--- src/rtl/row_guard_pkg.sv ---
package row_guard_pkg;

  typedef enum logic {
    BANK_IDLE = 1'b0,
    BANK_OPEN = 1'b1
  } bank_state_e;

  function automatic int unsigned row_ceiling(input int unsigned refi,
                                              input int unsigned mult,
                                              input int unsigned shift);
    return mult * (refi >> shift);
  endfunction

endpackage

--- src/rtl/rog_bank_fsm.sv ---
module rog_bank_fsm
  import row_guard_pkg::*;
(
  input  logic        clk_i,
  input  logic        rst_ni,
  input  logic        act_i,
  input  logic        pre_i,
  output bank_state_e state_o,
  output logic        open_start_o,
  output logic        close_o
);

  bank_state_e state_q, state_d;

  // activate while open and precharge while idle are dropped
  assign open_start_o = (state_q == BANK_IDLE) && act_i;
  assign close_o      = (state_q == BANK_OPEN) && pre_i;

  always_comb begin
    state_d = state_q;
    unique case (state_q)
      BANK_IDLE: if (act_i) state_d = BANK_OPEN;
      BANK_OPEN: if (pre_i) state_d = BANK_IDLE;
      default:   state_d = BANK_IDLE;
    endcase
  end

  always_ff @(posedge clk_i or negedge rst_ni) begin
    if (!rst_ni) state_q <= BANK_IDLE;
    else         state_q <= state_d;
  end

  assign state_o = state_q;

endmodule

--- src/rtl/rog_open_timer.sv ---
module rog_open_timer #(
  parameter int unsigned CNT_W = 16
) (
  input  logic             clk_i,
  input  logic             rst_ni,
  input  logic             start_i,
  input  logic             clear_i,
  input  logic             run_i,
  output logic [CNT_W-1:0] cnt_o
);

  localparam logic [CNT_W-1:0] CNT_SAT = {CNT_W{1'b1}};

  logic [CNT_W-1:0] cnt_q;

  always_ff @(posedge clk_i or negedge rst_ni) begin
    if (!rst_ni)                         cnt_q <= '0;
    else if (clear_i)                    cnt_q <= '0;
    else if (start_i)                    cnt_q <= CNT_W'(1);
    else if (run_i && cnt_q != CNT_SAT)  cnt_q <= cnt_q + CNT_W'(1);
  end

  assign cnt_o = cnt_q;

endmodule

--- src/rtl/rog_limit_sel.sv ---
module rog_limit_sel #(
  parameter int unsigned CNT_W       = 16,
  parameter int unsigned RAS_MIN_CYC = 27,
  parameter int unsigned REFI_CYC    = 6240,
  parameter int unsigned REFI_MULT   = 9,
  parameter int unsigned HOT_SHIFT   = 1
) (
  input  logic             open_i,
  input  logic             hot_i,
  input  logic [CNT_W-1:0] cnt_i,
  output logic             min_met_o,
  output logic             ceil_hit_o
);
  import row_guard_pkg::*;

  localparam logic [CNT_W-1:0] MIN_V    = CNT_W'(RAS_MIN_CYC);
  localparam logic [CNT_W-1:0] CEIL_N_V = CNT_W'(row_ceiling(REFI_CYC, REFI_MULT, 0));
  localparam logic [CNT_W-1:0] CEIL_H_V = CNT_W'(row_ceiling(REFI_CYC, REFI_MULT, HOT_SHIFT));

  logic [CNT_W-1:0] ceil_sel;

  generate
    if (HOT_SHIFT == 0) begin : g_flat
      logic unused_hot;
      assign unused_hot = hot_i;
      assign ceil_sel   = CEIL_N_V;
    end else begin : g_derate
      assign ceil_sel = hot_i ? CEIL_H_V : CEIL_N_V;
    end
  endgenerate

  assign min_met_o  = open_i && (cnt_i >= MIN_V);
  assign ceil_hit_o = open_i && (cnt_i >= ceil_sel);

endmodule

--- src/rtl/row_open_guard.sv ---
module row_open_guard #(
  parameter int unsigned RAS_MIN_CYC = 27,
  parameter int unsigned REFI_CYC    = 6240,
  parameter int unsigned REFI_MULT   = 9,
  parameter int unsigned HOT_SHIFT   = 1
) (
  input  logic clk_i,
  input  logic rst_ni,
  input  logic act_i,
  input  logic pre_i,
  input  logic row_hit_i,
  input  logic hot_i,
  output logic row_open_o,
  output logic pre_ok_o,
  output logic force_close_o,
  output logic hit_grant_o,
  output logic pre_err_o
);
  import row_guard_pkg::*;

  localparam int unsigned CEIL_MAX = REFI_MULT * REFI_CYC;
  localparam int unsigned CNT_W    = $clog2(CEIL_MAX + 1);

  bank_state_e      state;
  logic             open_start, close;
  logic             is_open;
  logic [CNT_W-1:0] cnt;
  logic             min_met, ceil_hit;
  logic             force_q, err_q;

  rog_bank_fsm u_fsm (
    .clk_i        (clk_i),
    .rst_ni       (rst_ni),
    .act_i        (act_i),
    .pre_i        (pre_i),
    .state_o      (state),
    .open_start_o (open_start),
    .close_o      (close)
  );

  assign is_open = (state == BANK_OPEN);

  rog_open_timer #(.CNT_W(CNT_W)) u_timer (
    .clk_i   (clk_i),
    .rst_ni  (rst_ni),
    .start_i (open_start),
    .clear_i (close),
    .run_i   (is_open),
    .cnt_o   (cnt)
  );

  rog_limit_sel #(
    .CNT_W       (CNT_W),
    .RAS_MIN_CYC (RAS_MIN_CYC),
    .REFI_CYC    (REFI_CYC),
    .REFI_MULT   (REFI_MULT),
    .HOT_SHIFT   (HOT_SHIFT)
  ) u_limit (
    .open_i     (is_open),
    .hot_i      (hot_i),
    .cnt_i      (cnt),
    .min_met_o  (min_met),
    .ceil_hit_o (ceil_hit)
  );

  // sticky: a later rise of the ceiling must not withdraw the request
  always_ff @(posedge clk_i or negedge rst_ni) begin
    if (!rst_ni)          force_q <= 1'b0;
    else if (!is_open)    force_q <= 1'b0;
    else if (close)       force_q <= 1'b0;
    else                  force_q <= force_q | ceil_hit;
  end

  always_ff @(posedge clk_i or negedge rst_ni) begin
    if (!rst_ni) err_q <= 1'b0;
    else         err_q <= close && !min_met;
  end

  assign row_open_o    = is_open;
  assign pre_ok_o      = min_met;
  assign force_close_o = is_open && (force_q || ceil_hit);
  assign hit_grant_o   = is_open && row_hit_i && !force_close_o;
  assign pre_err_o     = err_q;

endmodule

--- config.mk ---
export PLATFORM = sky130hd
export DESIGN_NAME = row_open_guard
export DESIGN_NICKNAME = d
export VERILOG_FILES = /design/src/rtl/row_guard_pkg.sv /design/src/rtl/rog_bank_fsm.sv /design/src/rtl/rog_open_timer.sv /design/src/rtl/rog_limit_sel.sv /design/src/rtl/row_open_guard.sv
export SDC_FILE = /design/constraint.sdc
export NUM_CORES = 1
export LEC_CHECK = 0
export BUFFER_PORTS_ARGS = -buffer_cell sky130_fd_sc_hd__buf_4
export CORE_UTILIZATION = 49
export CTS_CLUSTER_SIZE = 40
export DETAILED_ROUTE_END_ITERATION = 7
export MAX_ROUTING_LAYER = met4
export PLACE_DENSITY = 0.76
export SETUP_SLACK_MARGIN = 0.2
export SLEW_MARGIN = 40
export SYNTH_ARGS = -nofsm -noshare
export SYNTH_HDL_FRONTEND = slang
export SYNTH_SLANG_ARGS = --single-unit
--- constraint.sdc ---
create_clock -name clk_i -period 1.8 [get_ports clk_i]
set_input_delay 0.09 -clock clk_i [delete_from_list [all_inputs] [get_ports clk_i]]
set_output_delay 0.09 -clock clk_i [all_outputs]
set_load 0.02 [all_outputs]
== After elaboration in Yosys (flattened, before gate mapping) ==
Index checks and enable logic that the tools add are counted.
W data, S select, Z words.
Storage, ports and cells
  flip-flop bits (word level): 19
  latch bits: 0
  memory bits (writable): 0
  ROM bits: 0
  input bits: 6
  output and inout port bits: 5
  logic and storage cells: 32
  memories kept: 0
Operators by class
  $add $sub $neg: 1
  multipliers: 0
  div/mod/pow operators: 0
  order comparisons: 2
  eq/ne operators: 1
  shift-type cells: 0
  muxes and demuxes: 9
  bitwise operators: 2
  reductions and logical operators: 13
Operator list (count)
  $mux W16: 4
  $add A16 B1 Y16 const B: 1
  $ge A16 B16 Y1: 1
  $ge A16 B5 Y1 const B: 1
  $ne A16 B16 Y1 const B: 1
  $logic_and A1 B1 Y1: 9
  $mux W1: 4
  $reduce_bool A3 Y1: 1
  $logic_not A1 Y1: 2
  $pmux W1 S2: 1
  $logic_or A1 B1 Y1: 1
  $not A1 Y1: 1
  $or A1 B1 Y1: 1

== Longest topological paths before layout ==
Gate-level depths: netlist (run 1).
  word-level depth: 7
  gate-level depth with buffers: 6
  mapped depth without buffers: 6

== Modules after synthesis ==
A second synthesis (run 1) with hierarchy kept.
Unflattened totals
  cells, all modules: 144
  area total of the unflattened synthesis: 1342.5 µm²
By module, submodules not included
  rog_open_timer: times used 1, cells each 101, area an instance 954.7 µm², sequential area each 400.4 µm²
  rog_limit_sel: times used 1, cells each 31, area an instance 249.0 µm², sequential area each 0.0 µm²
  row_open_guard: times used 1, cells each 7, area an instance 86.3 µm², sequential area each 50.0 µm²
  rog_bank_fsm: times used 1, cells each 5, area an instance 52.6 µm², sequential area each 25.0 µm²

== Worst setup path before layout (run 1) ==
OpenSTA, ideal clock, no wires.
  kind: flip-flop to output port
  start: register u_timer.cnt_q[4], in the netlist u_timer.cnt_o[4]
  end: output force_close_o
  data arrival time: 1890 ps
  data required time: 1710 ps
  path slack: -180 ps
  cell stages (with the launch flop): 7
  buffers on the path: 0
  path through: dfrtp_1 > inv_1 > ha_1 > nor4bb_1 > o2111ai_1 > a211o_1 > a21boi_0
Between the ends
  cells in the longest elaborated chain, start to end: 4
Ends and longest elaborated chain
  from (decl): line rog_open_timer.sv:14  | logic [CNT_W-1:0] cnt_q;
  from (signal assigned): line rog_open_timer.sv:20  | else if (run_i && cnt_q != CNT_SAT) cnt_q <= cnt_q + CNT_W'(1);
  $ge A16 B16 Y1: line rog_limit_sel.sv:33  | assign ceil_hit_o = open_i && (cnt_i >= ceil_sel);
  $logic_and A1 B1 Y1: line rog_limit_sel.sv:33
  $logic_or A1 B1 Y1: line row_open_guard.sv:81  | assign force_close_o = is_open && (force_q || ceil_hit);
  $logic_and A1 B1 Y1: line row_open_guard.sv:81
  to (decl): line row_open_guard.sv:15  | output logic force_close_o,
Every way passes these cells.

== Worst setup path in the final report (run 1) ==
  start: register u_timer.cnt_q[1], in the netlist u_timer.cnt_o[1]
  end: output hit_grant_o
Between the ends
  cells in the longest elaborated chain, start to end: 6
Ends and longest elaborated chain
  $ge A16 B16 Y1: line rog_limit_sel.sv:33
  $logic_and A1 B1 Y1: line rog_limit_sel.sv:33
  $logic_or A1 B1 Y1: line row_open_guard.sv:81
  $logic_and A1 B1 Y1: line row_open_guard.sv:81
  $logic_not A1 Y1: line row_open_guard.sv:82  | assign hit_grant_o = is_open && row_hit_i && !force_close_o;
  $logic_and A1 B1 Y1: line row_open_guard.sv:82
  to (decl): line row_open_guard.sv:16  | output logic hit_grant_o,
Every way passes these cells.

==> impl_results.md, run 1 <==
- RSZ-0062 raised after global routing: true
- Number of cells on the critical path: 7
- Root Buffer: clkbuf_4
- Worst Setup Start Kind: flip-flop
- WS Path Type: reg -> out
- Antenna Cells: 0
- Worst-case clock buffer depth: 2
- Drt first pass iters: 4
- Area Growth Syn to Fin: 46.8%
- Clock transition at path regs: between 0.1 and 0.15 ns
- First-pass GRT wire length: roughly 5.7 mm
- CTS sink count: 19
- Least-Margin Pin Slew: 0.369 ns
- DRT Wirelength: roughly 4.3 mm
- Post-route cell area: about 1900 sq um
- Achievable Freq: 471 MHz
- Placed Area: 1450 sq um
- Top Ports: 11
- Final worst slack: -0.322 ns
- Initial DRC Count: 81
- Die width: 53.0 um
- LEAKAGE: around 0.82 nW
- Post-Route Setup TNS: -1.05 ns
- Maximum VDD drop: 0.000457 V
- Gr ovfl total: 0
- Share of cells above drive strength 1: 47.7%
- Die Area: 2800 sq um
- Top FF cell, synth: dfrtp_1
- DRC: 0
- Antenna viol nets, final: 0
- Seq cells post-synth: 19
- Crit path capture type: output port
- Min Tclk post-route: 2.12 ns
- Status: finished with violations
- Syn Area/Cell: 9.36 sq um
- CP bufs+invs: 2
- Initial Util: between 50% and 60%
- Slowest library cell on the worst path: dfrtp_1
- Worst skew pair latency: 0.30 ns
- Number of global-route vias before repair: 1217
- Setup violators final: 9
- Final layout net count: 193
- Slowest stage delay, CP: 0.42 ns
- Wirelength per Cell: 20.8 um
- Total GRT Usage: 29.1%
- H-tree levels: 1
- Fin util: 76.1%
- Vias post-DR: 1412
- Routability Congestion: 0.880
- Pins Over Slew Limit: 0
- Die Y: ~53 um
- Max Fanout on Critical Path: 3
- Initial antenna violation count: 0
- Vias/cell: a little under 7
- Row cnt: 18
- Violated checks: negative setup slack
- Final Power: 976 uW
- Largest net degree at the start of global routing: 20
- Sequential area share after synthesis: 37.4%
- Final Hold Vio Count: 0
- Synth cell types: 43
- Rel. slew slack: 74.9%
- CTS tree: yes
- Cell Pwr Density: 522 nW/um^2
- Hold crit path type: in -> reg
- Core area: 2450 sq um
- Max-cap violation count: 0
- Reg2Reg Depth: 9
- Final worst path period share: 118%
- Post-Place Setup Slack: 0.0249 ns
- Top Family by Delay on Critical Path: compound AO/OA/AOI/OAI gates
- Cell Chain, Critical Path: inv_1, ha_1, nor4bb_4, o2111ai_1, a211o_1, and4_4, buf_6
- Synth warn: 0
- Post-synth EDFFs: 0
- Arrival @ worst endpoint: around 2.0 ns
- Inserted Clock Buffers: 3
- Mapped Area: 1270 sq um
- Hold path cells: 2
- Async S/R FF share, synth: 100%
- CP required: 1.71 ns
- PortBufs: 10
- Mapped Cells: between 100 and 150
- Syn nets: around 150
- Worst Skew: 0.00272 ns
- Post-DP HPWL: approximately 2.3 mm
==> metrics by stage <==
stage / std cells / hold WS (ns)
4_1_cts: 198 / 0.00688
2_1_floorplan: 136 / -0.206
3_3_place_gp: 182 / -0.0195
3_5_place_dp: 182 / -0.0187
6_report: 206 / 0.0375
5_1_grt: 206 / 0.0290
==> flip-flops by register name, summed over array words and instances (netlist names) <==
signal,count
u_timer.cnt_o,16
force_q,1
pre_err_o,1
u_fsm.state_o,1
==> worst register-to-register path, cell delays in order (launching register included) <==
cell	delay, ns
dfrtp_1	0.42
buf_4	0.14
buf_6	0.10
buf_6	0.11
ha_4	0.15
and3_4	0.16
and3_4	0.18
buf_4	0.15
o31ai_1	0.35
a21oi_2	0.09
==> final timing paths <==
kind,start,slack (ns),to
setup / recovery,u_timer.cnt_o[1],-0.32,hit_grant_o
hold / removal,pre_i,0.04,u_fsm.state_o
setup reg to reg,u_timer.cnt_o[1],-0.16,u_timer.cnt_o[9]
hold reg to reg,u_timer.cnt_o[14],0.62,u_timer.cnt_o[14]
max in group asynchronous,rst_ni,1.38,u_timer.cnt_o[3]
min in group asynchronous,rst_ni,0.18,u_timer.cnt_o[10]
==> cell usage after synthesis, drive strengths merged, types with 2 or more instances <==
cell / number / share of area (%)
inv: 7 / 2.1
or4: 3 / 1.8
nor4: 2 / 0.98
nand2: 10 / 3.3
ha: 10 / 9.8
buf: 2 / 1.3
o21ai: 5 / 2.0
nand2b: 2 / 0.98
dfrtp: 19 / 37
nor3: 3 / 1.2
o31ai: 3 / 1.8
and3: 6 / 3.3
nand4: 2 / 0.98
a21o: 2 / 1.2
a211oi: 2 / 1.2
a21oi: 11 / 4.3
nor2: 4 / 1.2
mux2i: 2 / 1.6
nand3: 7 / 2.8
and4: 8 / 5.6
and2: 3 / 1.5
a31oi: 7 / 3.4
==> layout make-up <==
cell class / instances / area, sq um
inverter: 7 / 26.3
clock buffer: 4 / 26.3
fill: 154 / 587
multi-input combinational: 107 / 968
tap: 30 / 37.5
sequential: 19 / 477
timing repair buffer: 39 / 333
==> cell families (layout without fill, tap and decap cells) <==
group                    after synthesis  after routing  synth area share [%]
AND/OR/NAND/NOR                       54             54                  26.2
AO/OA/AOI/OAI                         41             41                  21.4
flip-flops                            19             19                  37.4
adder cells (fa/ha/maj)               10             10                  9.83
buffers and inverters                 10             50                  3.64
multiplexers                           2              2                  1.57
==> power breakdown <==
group	leakage [nW]	switching [mW]	internal, mW
registers	0.257	0.0248	0.445
clock network	0.0150	0.141	0.0863
logic	0.552	0.137	0.142
total	0.824	0.302	0.673
==> placed cells by master (no fill, tap or decap), drive strengths merged, types with 3 or more instances in the layout <==
cell,synthesis,routed
a21oi,11,11
a31oi,7,7
and2,3,3
and3,6,6
and4,8,8
buf,2,38
clkbuf,1,4
dfrtp,19,19
ha,10,10
inv,7,7
nand2,10,10
nand3,7,7
nor2,4,4
nor3,3,3
o21ai,5,5
o31ai,3,3
or4,3,3
==> timing repair <==
action / CTS / global route
buffers inserted: 11 / 8
resized for setup: 21 / 34
pin swaps: 11 / 15
hold buffers: 1 / 0
hold endpoints to repair: 19 / 0
setup endpoints to repair: 12 / 17
==> layer usage <==
metal  global-route usage [%]  vias to the layer above  routed length, um
met5                        -                        -                  0
met4                     12.3                        0                 67
met3                     3.45                       13                302
met2                     46.8                       79               2190
met1                     36.7                      711               1730
li1                         -                      609                  -
(Power assumes the default switching activity.)
==> run 2: changes to the inputs <==
Settings changed: SETUP_SLACK_MARGIN 0.2 to unset.
==> run 2 against run 1 <==
The run still ends with negative setup slack left. Final area shrank 16%. Clock-buffer cell count down 1. Final cell count fell by 5.3%. Fmax up 1.7%. Combinational power is 28% lower. Highest routed layer unchanged. Largest power group unchanged. Core utilization is 12 points lower. Clock skew rose by 0.0022 ns. Setup slack better by 0.035 ns. First-iteration DRC count is 60% lower. Routed wire length down 26%.
==> impl_results.md, run 2 (synthesis gave the netlist of run 1 again) <==
- Antenna Cells: 0 (unchanged)
- LEAKAGE: 0.727 nW (-12%)
- CTS tree: yes
- Row cnt: 18 (unchanged)
- WS Path Type: reg -> out
- Min Tclk post-route: 2.09 ns (-0.0354 ns)
- Reg2Reg Depth: 6 (-3)
- Antenna viol nets, final: 0 (unchanged)
- RSZ-0062 raised after global routing: true
- Worst-case clock buffer depth: 2 (unchanged)
- Final layout net count: 182 (-5.7%)
- Worst hold slack: 0.0981 ns (+0.0606 ns)
- Slowest stage delay, CP: 0.40 ns (-0.02 ns)
- Pins Over Slew Limit: 0 (unchanged)
- Drt first pass iters: 4 (unchanged)
- Cell Pwr Density: 569 nW/um^2 (+8.9%)
- Die width: 53.0 um (unchanged)
- Worst skew pair latency: 0.31 ns (about the same)
- Post-DP HPWL: 2.35 mm (+0.76%)
- Setup violators final: 2 (-7)
- Initial DRC Count: 32 (-60%)
- Final worst slack: -0.287 ns (+0.0354 ns)
- DRT Wirelength: 3.18 mm (-26%)
- Wirelength per Cell: 16.3 um (-22%)
- Worst Setup Start Kind: flip-flop
- Area Growth Syn to Fin: 22.8%
- Initial Util: 51.8% (unchanged)
- Rel. slew slack: 67.9% (-7.0 points)
- Violated checks: negative setup slack
- Slowest library cell on the worst path: dfrtp_1
- Least-Margin Pin Slew: 0.478 ns (+0.109 ns)
- Arrival @ worst endpoint: 2.00 ns (-0.03 ns)
- Finished Layout Cells: 195 (-5.3%)
- Top Ports: 11 (unchanged)
- Reg2Reg Setup Slack: 0.02 ns (+0.18 ns)
- Gr ovfl total: 0 (unchanged)
- Placed cell count: 186 (+2.2%)
- Max reg flops: 16 (unchanged)
- Core area: 2450 sq um (unchanged)
- Cell Chain, Critical Path: ha_1, nand3_1, or2_4, a211o_1, and4_1, buf_4
- Vias/cell: 6.32 (-7.8%)
- Vias post-DR: 1233 (-13%)
- Maximum VDD drop: 0.000496 V (+8.6%)
- PortBufs: 10 (unchanged)
- CTS sink count: 19 (unchanged)
- Worst Skew: 0.00494 ns (+0.00222 ns)
- Fillers: 207 (+34%)
- Inserted Clock Buffers: 3 (unchanged)
- Total GRT Usage: 26.2% (-2.8 points)
- Crit path capture type: output port
- CP required: 1.71 ns (about the same)
- Most frequent cells in the layout: buf_4, dfrtp_1, a21oi_1
- Placed Area: 1470 sq um (+1.0%)
- Final Hold Vio Count: 0 (unchanged)
- Most common library cell in the layout ignoring fill and taps: buf_4
- Post-route cell area: 1560 sq um (-16%)
- Die Area: 2800 sq um (unchanged)
- DRC: 0 (unchanged)
- HP Start: act_i
- H-tree levels: 1 (unchanged)
- Routability Congestion: 0.882 (+0.22%)
- Initial antenna violation count: 0 (unchanged)
- Number of global-route vias before repair: 1106 (-9.1%)
- Worst flop-to-flop path endpoint: u_timer.cnt_o[9]
- Die Y: 53.0 um (unchanged)
- Max-cap violation count: 0 (unchanged)
- Clock transition at path regs: 0.12 ns (about the same)
- Status: finished with violations
- Post-Place Setup Slack: -0.0634 ns (-0.0884 ns)
- Post-Route Setup TNS: -0.509 ns (+0.542 ns)
- Worst Hold Path EP: u_fsm.state_o
- Achievable Freq: 479 MHz (+1.7%)
- Largest net degree at the start of global routing: 20 (unchanged)
- First-pass GRT wire length: 5.15 mm (-9.5%)
- Root Buffer: clkbuf_4
- Hold crit path type: in -> reg
- Hold path cells: 3 (+1)
- Final worst path period share: 116% (-2.0 points)
- Max Fanout on Critical Path: 3 (unchanged)
- Launch point of the worst reg-to-reg path: u_timer.cnt_o[0]
- Share of cells above drive strength 1: 24.8% (-23 points)
==> run 2: per-stage QoR <==
step           total power, mW  util [%]
2_1_floorplan            0.564         -
3_3_place_gp             0.629      59.7
3_5_place_dp             0.637      59.7
4_1_cts                  0.888      63.5
5_1_grt                  0.943      63.7
6_report                 0.889      63.7
==> run 2: metal layers <==
layer	track usage, %	vias up	share of wire [%]
met5	-	-	0
met4	7.89	0	1.2
met3	2.59	5	4.7
met2	43.0	43	49
met1	34.3	591	45
li1	-	594	-
==> run 2: layout make-up <==
class,instances,area (sq um),area share [%]
clock buffer,3,22.5,1.44
clock inverter,1,5.00,0.320
inverter,7,26.3,1.68
multi-input combinational,107,777,49.7
sequential,19,475,30.4
tap,30,37.5,2.40
timing repair buffer,28,219,14.0
==> run 2: critical path, delay by kind of cell (launching register included) <==
| kind | cells | cell delay [ns] |
|---|---|---|
| buffers and inverters | 1 | 0.15 |
| and+or+nand+nor | 3 | 0.53 |
| AOI/OAI and AO/OA | 1 | 0.31 |
| adders and majority gates | 1 | 0.31 |
| DFF | 1 | 0.40 |
==> run 2: worst max path at each step <==
stage,start,slack (ns),endpoint
floorplan,u_timer.cnt_o[4],0.05,hit_grant_o
global placement,u_timer.cnt_o[4],0.03,hit_grant_o
detailed placement,u_timer.cnt_o[4],-0.06,hit_grant_o
CTS,u_timer.cnt_o[0],-0.29,hit_grant_o
global route,u_timer.cnt_o[0],-0.38,hit_grant_o
finish,u_timer.cnt_o[13],-0.29,hit_grant_o
==> run 2: timing repair <==
item,CTS,global route
resized for setup,4,2
hold endpoints to repair,20,0
setup endpoints to repair,3,5
hold buffers,2,0
setup buffers,3,0
pin swaps,6,3
cloned,0,0
==> run 2: power by group <==
part / leakage, nW / internal [mW] / total, mW / switching, mW
clock: 0.0177 / 0.0830 / 0.226 / 0.143
sequential: 0.258 / 0.445 / 0.463 / 0.0180
combinational: 0.451 / 0.0932 / 0.200 / 0.107
total: 0.727 / 0.621 / 0.889 / 0.268
==> run 3: changes to the inputs <==
Clock period 1.8 ns to 2 ns, I/O delays scaled along.
==> run 3 against run 2 <==
The flow still finishes with violations (negative setup slack). Sequential share of layout area grew 0.75 points. Sequential power decreased by 9.9%. Final cell count fell by 2.6%. Setup slack gained 0.19 ns. Global-route usage rose by 0.35 points. Routed wire length is 0.60% higher. Non-clock buffer count decreased by 5. Combinational power is 11% lower. Clock-buffer cell count grew 1. Clock skew shrank 0.0014 ns. First-iteration DRC count rose by 41%. Largest cell class unchanged.
==> impl_results.md, run 3 (synthesis gave the netlist of run 1 again) <==
- Status: finished with violations
- Violated checks: negative setup slack
- WS Path Type: reg -> out
- Fin util: 62.1% (-1.5 points)
- Hold crit path type: in -> reg
- Die width: 53.0 um (unchanged)
- DRC: 0 (unchanged)
- Worst Setup Start Kind: flip-flop
- Die Y: 53.0 um (unchanged)
- Initial antenna violation count: 0 (unchanged)
- Min Tclk post-route: 2.09 ns
- Final Power: 801 uW (-9.9%)
- Die Area: 2800 sq um (unchanged)
- DRT Wirelength: 3.20 mm (+0.60%)
- H-tree levels: 1 (unchanged)
- Placed cell count: 180 (-3.2%)
- Drt first pass iters: 4 (unchanged)
- Root Buffer: clkbuf_4
- Vias/cell: 6.46 (+2.1%)
- Final worst path period share: 105%
- Routability Congestion: 0.899 (+2.0%)
- Busiest metal layer after global routing: met2
- Clock transition at path regs: 0.11 ns (about the same)
- First-pass GRT wire length: 5.25 mm (+1.9%)
- Antenna viol nets, final: 0 (unchanged)
- Max Fanout on Critical Path: 3 (unchanged)
- Final Hold Vio Count: 0 (unchanged)
- Top Ports: 11 (unchanged)
- Global routing usage on met2: 43.5% (+0.42 points)
- Post-Place Setup Slack: 0.139 ns (+0.202 ns)
- Initial Util: 51.8% (unchanged)
- Post-DP HPWL: 2.25 mm (-3.9%)
- Final worst slack: -0.0923 ns (+0.195 ns)
- Max-cap violation count: 0 (unchanged)
- LEAKAGE: 0.702 nW (-3.4%)
- Row cnt: 18 (unchanged)
- Setup violators final: 2 (unchanged)
- Fillers: 232 (+12%)
- Least-Margin Pin Slew: 0.488 ns (+0.00984 ns)
- Most common library cell in the layout ignoring fill and taps: buf_4
- Total GRT Usage: 26.6% (+0.35 points)
- Worst-case clock buffer depth: 2 (unchanged)
- Worst hold slack: 0.116 ns (+0.0177 ns)
- Number of global-route vias before repair: 1175 (+6.2%)
- CTS tree: yes
- Initial DRC Count: 45 (+41%)
- Area Growth Syn to Fin: 19.9%
- Inserted Clock Buffers: 3 (unchanged)
- Crit path capture type: output port
- Gr ovfl total: 0 (unchanged)
- Cell Pwr Density: 525 nW/um^2 (-7.7%)
- PortBufs: 10 (unchanged)
- Arrival @ worst endpoint: 1.99 ns (about the same)
- Achievable Freq: 478 MHz
- Antenna Cells: 0 (unchanged)
- Wirelength per Cell: 16.9 um (+3.2%)
- Rel. slew slack: 66.6% (-1.4 points)
- Maximum VDD drop: 0.000521 V (+4.9%)
- Max reg flops: 16 (unchanged)
- Worst skew pair latency: 0.31 ns (about the same)
- Finished Layout Cells: 190 (-2.6%)
- Worst Skew: 0.00354 ns (-0.00141 ns)
- Final layout net count: 177 (-2.7%)
- Met1 Resource Use GR: 33.6% (-0.73 points)
- CP required: 1.90 ns (+0.19 ns)
- Most frequent cells in the layout: buf_4, dfrtp_1, a21oi_1, ha_1, nand2_1
- Vias post-DR: 1227 (-0.49%)
- Largest net degree at the start of global routing: 20 (unchanged)
- CTS sink count: 19 (unchanged)
- GRT met3 Usage: 3.45% (+0.86 points)
- Core area: 2450 sq um (unchanged)
- Pins Over Slew Limit: 0 (unchanged)
- RSZ-0062 raised after global routing: true
- Share of cells above drive strength 1: 21.9% (-3.0 points)
## run 3: cell count changes in the layout (fill, tap and decap cells not counted), sizes merged
cell    before  now
clkinv       1    0
clkbuf       3    4
buf         26   21
## run 3: final timing paths
check / from / end / slack (ns) / cells past startpoint
worst max-delay path: u_timer.cnt_o[13] / hit_grant_o / -0.09 / 6
worst min-delay path: act_i / u_fsm.state_o / 0.12 / 3
worst max register to register: u_timer.cnt_o[0] / u_timer.cnt_o[9] / 0.03 / 6
worst min register to register: u_fsm.state_o / u_fsm.state_o / 0.57 / 1
max in group asynchronous: rst_ni / u_timer.cnt_o[5] / 1.61 / 2
min in group asynchronous: rst_ni / u_timer.cnt_o[15] / 0.19 / 2
## run 3: routing by layer
layer	wire, um	up-vias
met5	0	-
met4	42	0
met3	99	5
met2	1600	30
met1	1460	611
li1	-	581
## run 3: final cells by class
class | instances | area [sq um] | area share [%]
sequential | 19 | 475 | 31.2
multi-input combinational | 107 | 778 | 51.0
clock buffer | 4 | 26.3 | 1.72
timing repair buffer | 23 | 181 | 11.9
inverter | 7 | 26.3 | 1.72
tap | 30 | 37.5 | 2.46
## run 3: worst max-delay path: stages (launching register included)
cell     delay (ns)
dfrtp_1        0.41
ha_1           0.31
nand3_2        0.08
or2_4          0.27
a211o_1        0.30
and4_1         0.19
buf_6          0.13
## run 3: timing repair
| item | in CTS | in global routing |
|---|---|---|
| pin swaps | 6 | 1 |
| endpoints found under the hold margin | 20 | 0 |
| hold buffers | 2 | 0 |
| resized for setup | 5 | 3 |
| setup endpoints to repair | 2 | 4 |
| setup buffers | 4 | 0 |
## run 3: where the power goes
group | internal [mW] | switching [mW]
clock network | 0.0780 | 0.127
logic | 0.0856 | 0.0926
registers | 0.400 | 0.0170
total | 0.564 | 0.237
## run 3: metrics by stage
stage,TNS (ns),area [sq um]
after floorplan,0,1270
after global placement,0,1420
after detailed placement,0,1420
after CTS,-0.128,1510
after global routing,-0.407,1530
final,-0.162,1530
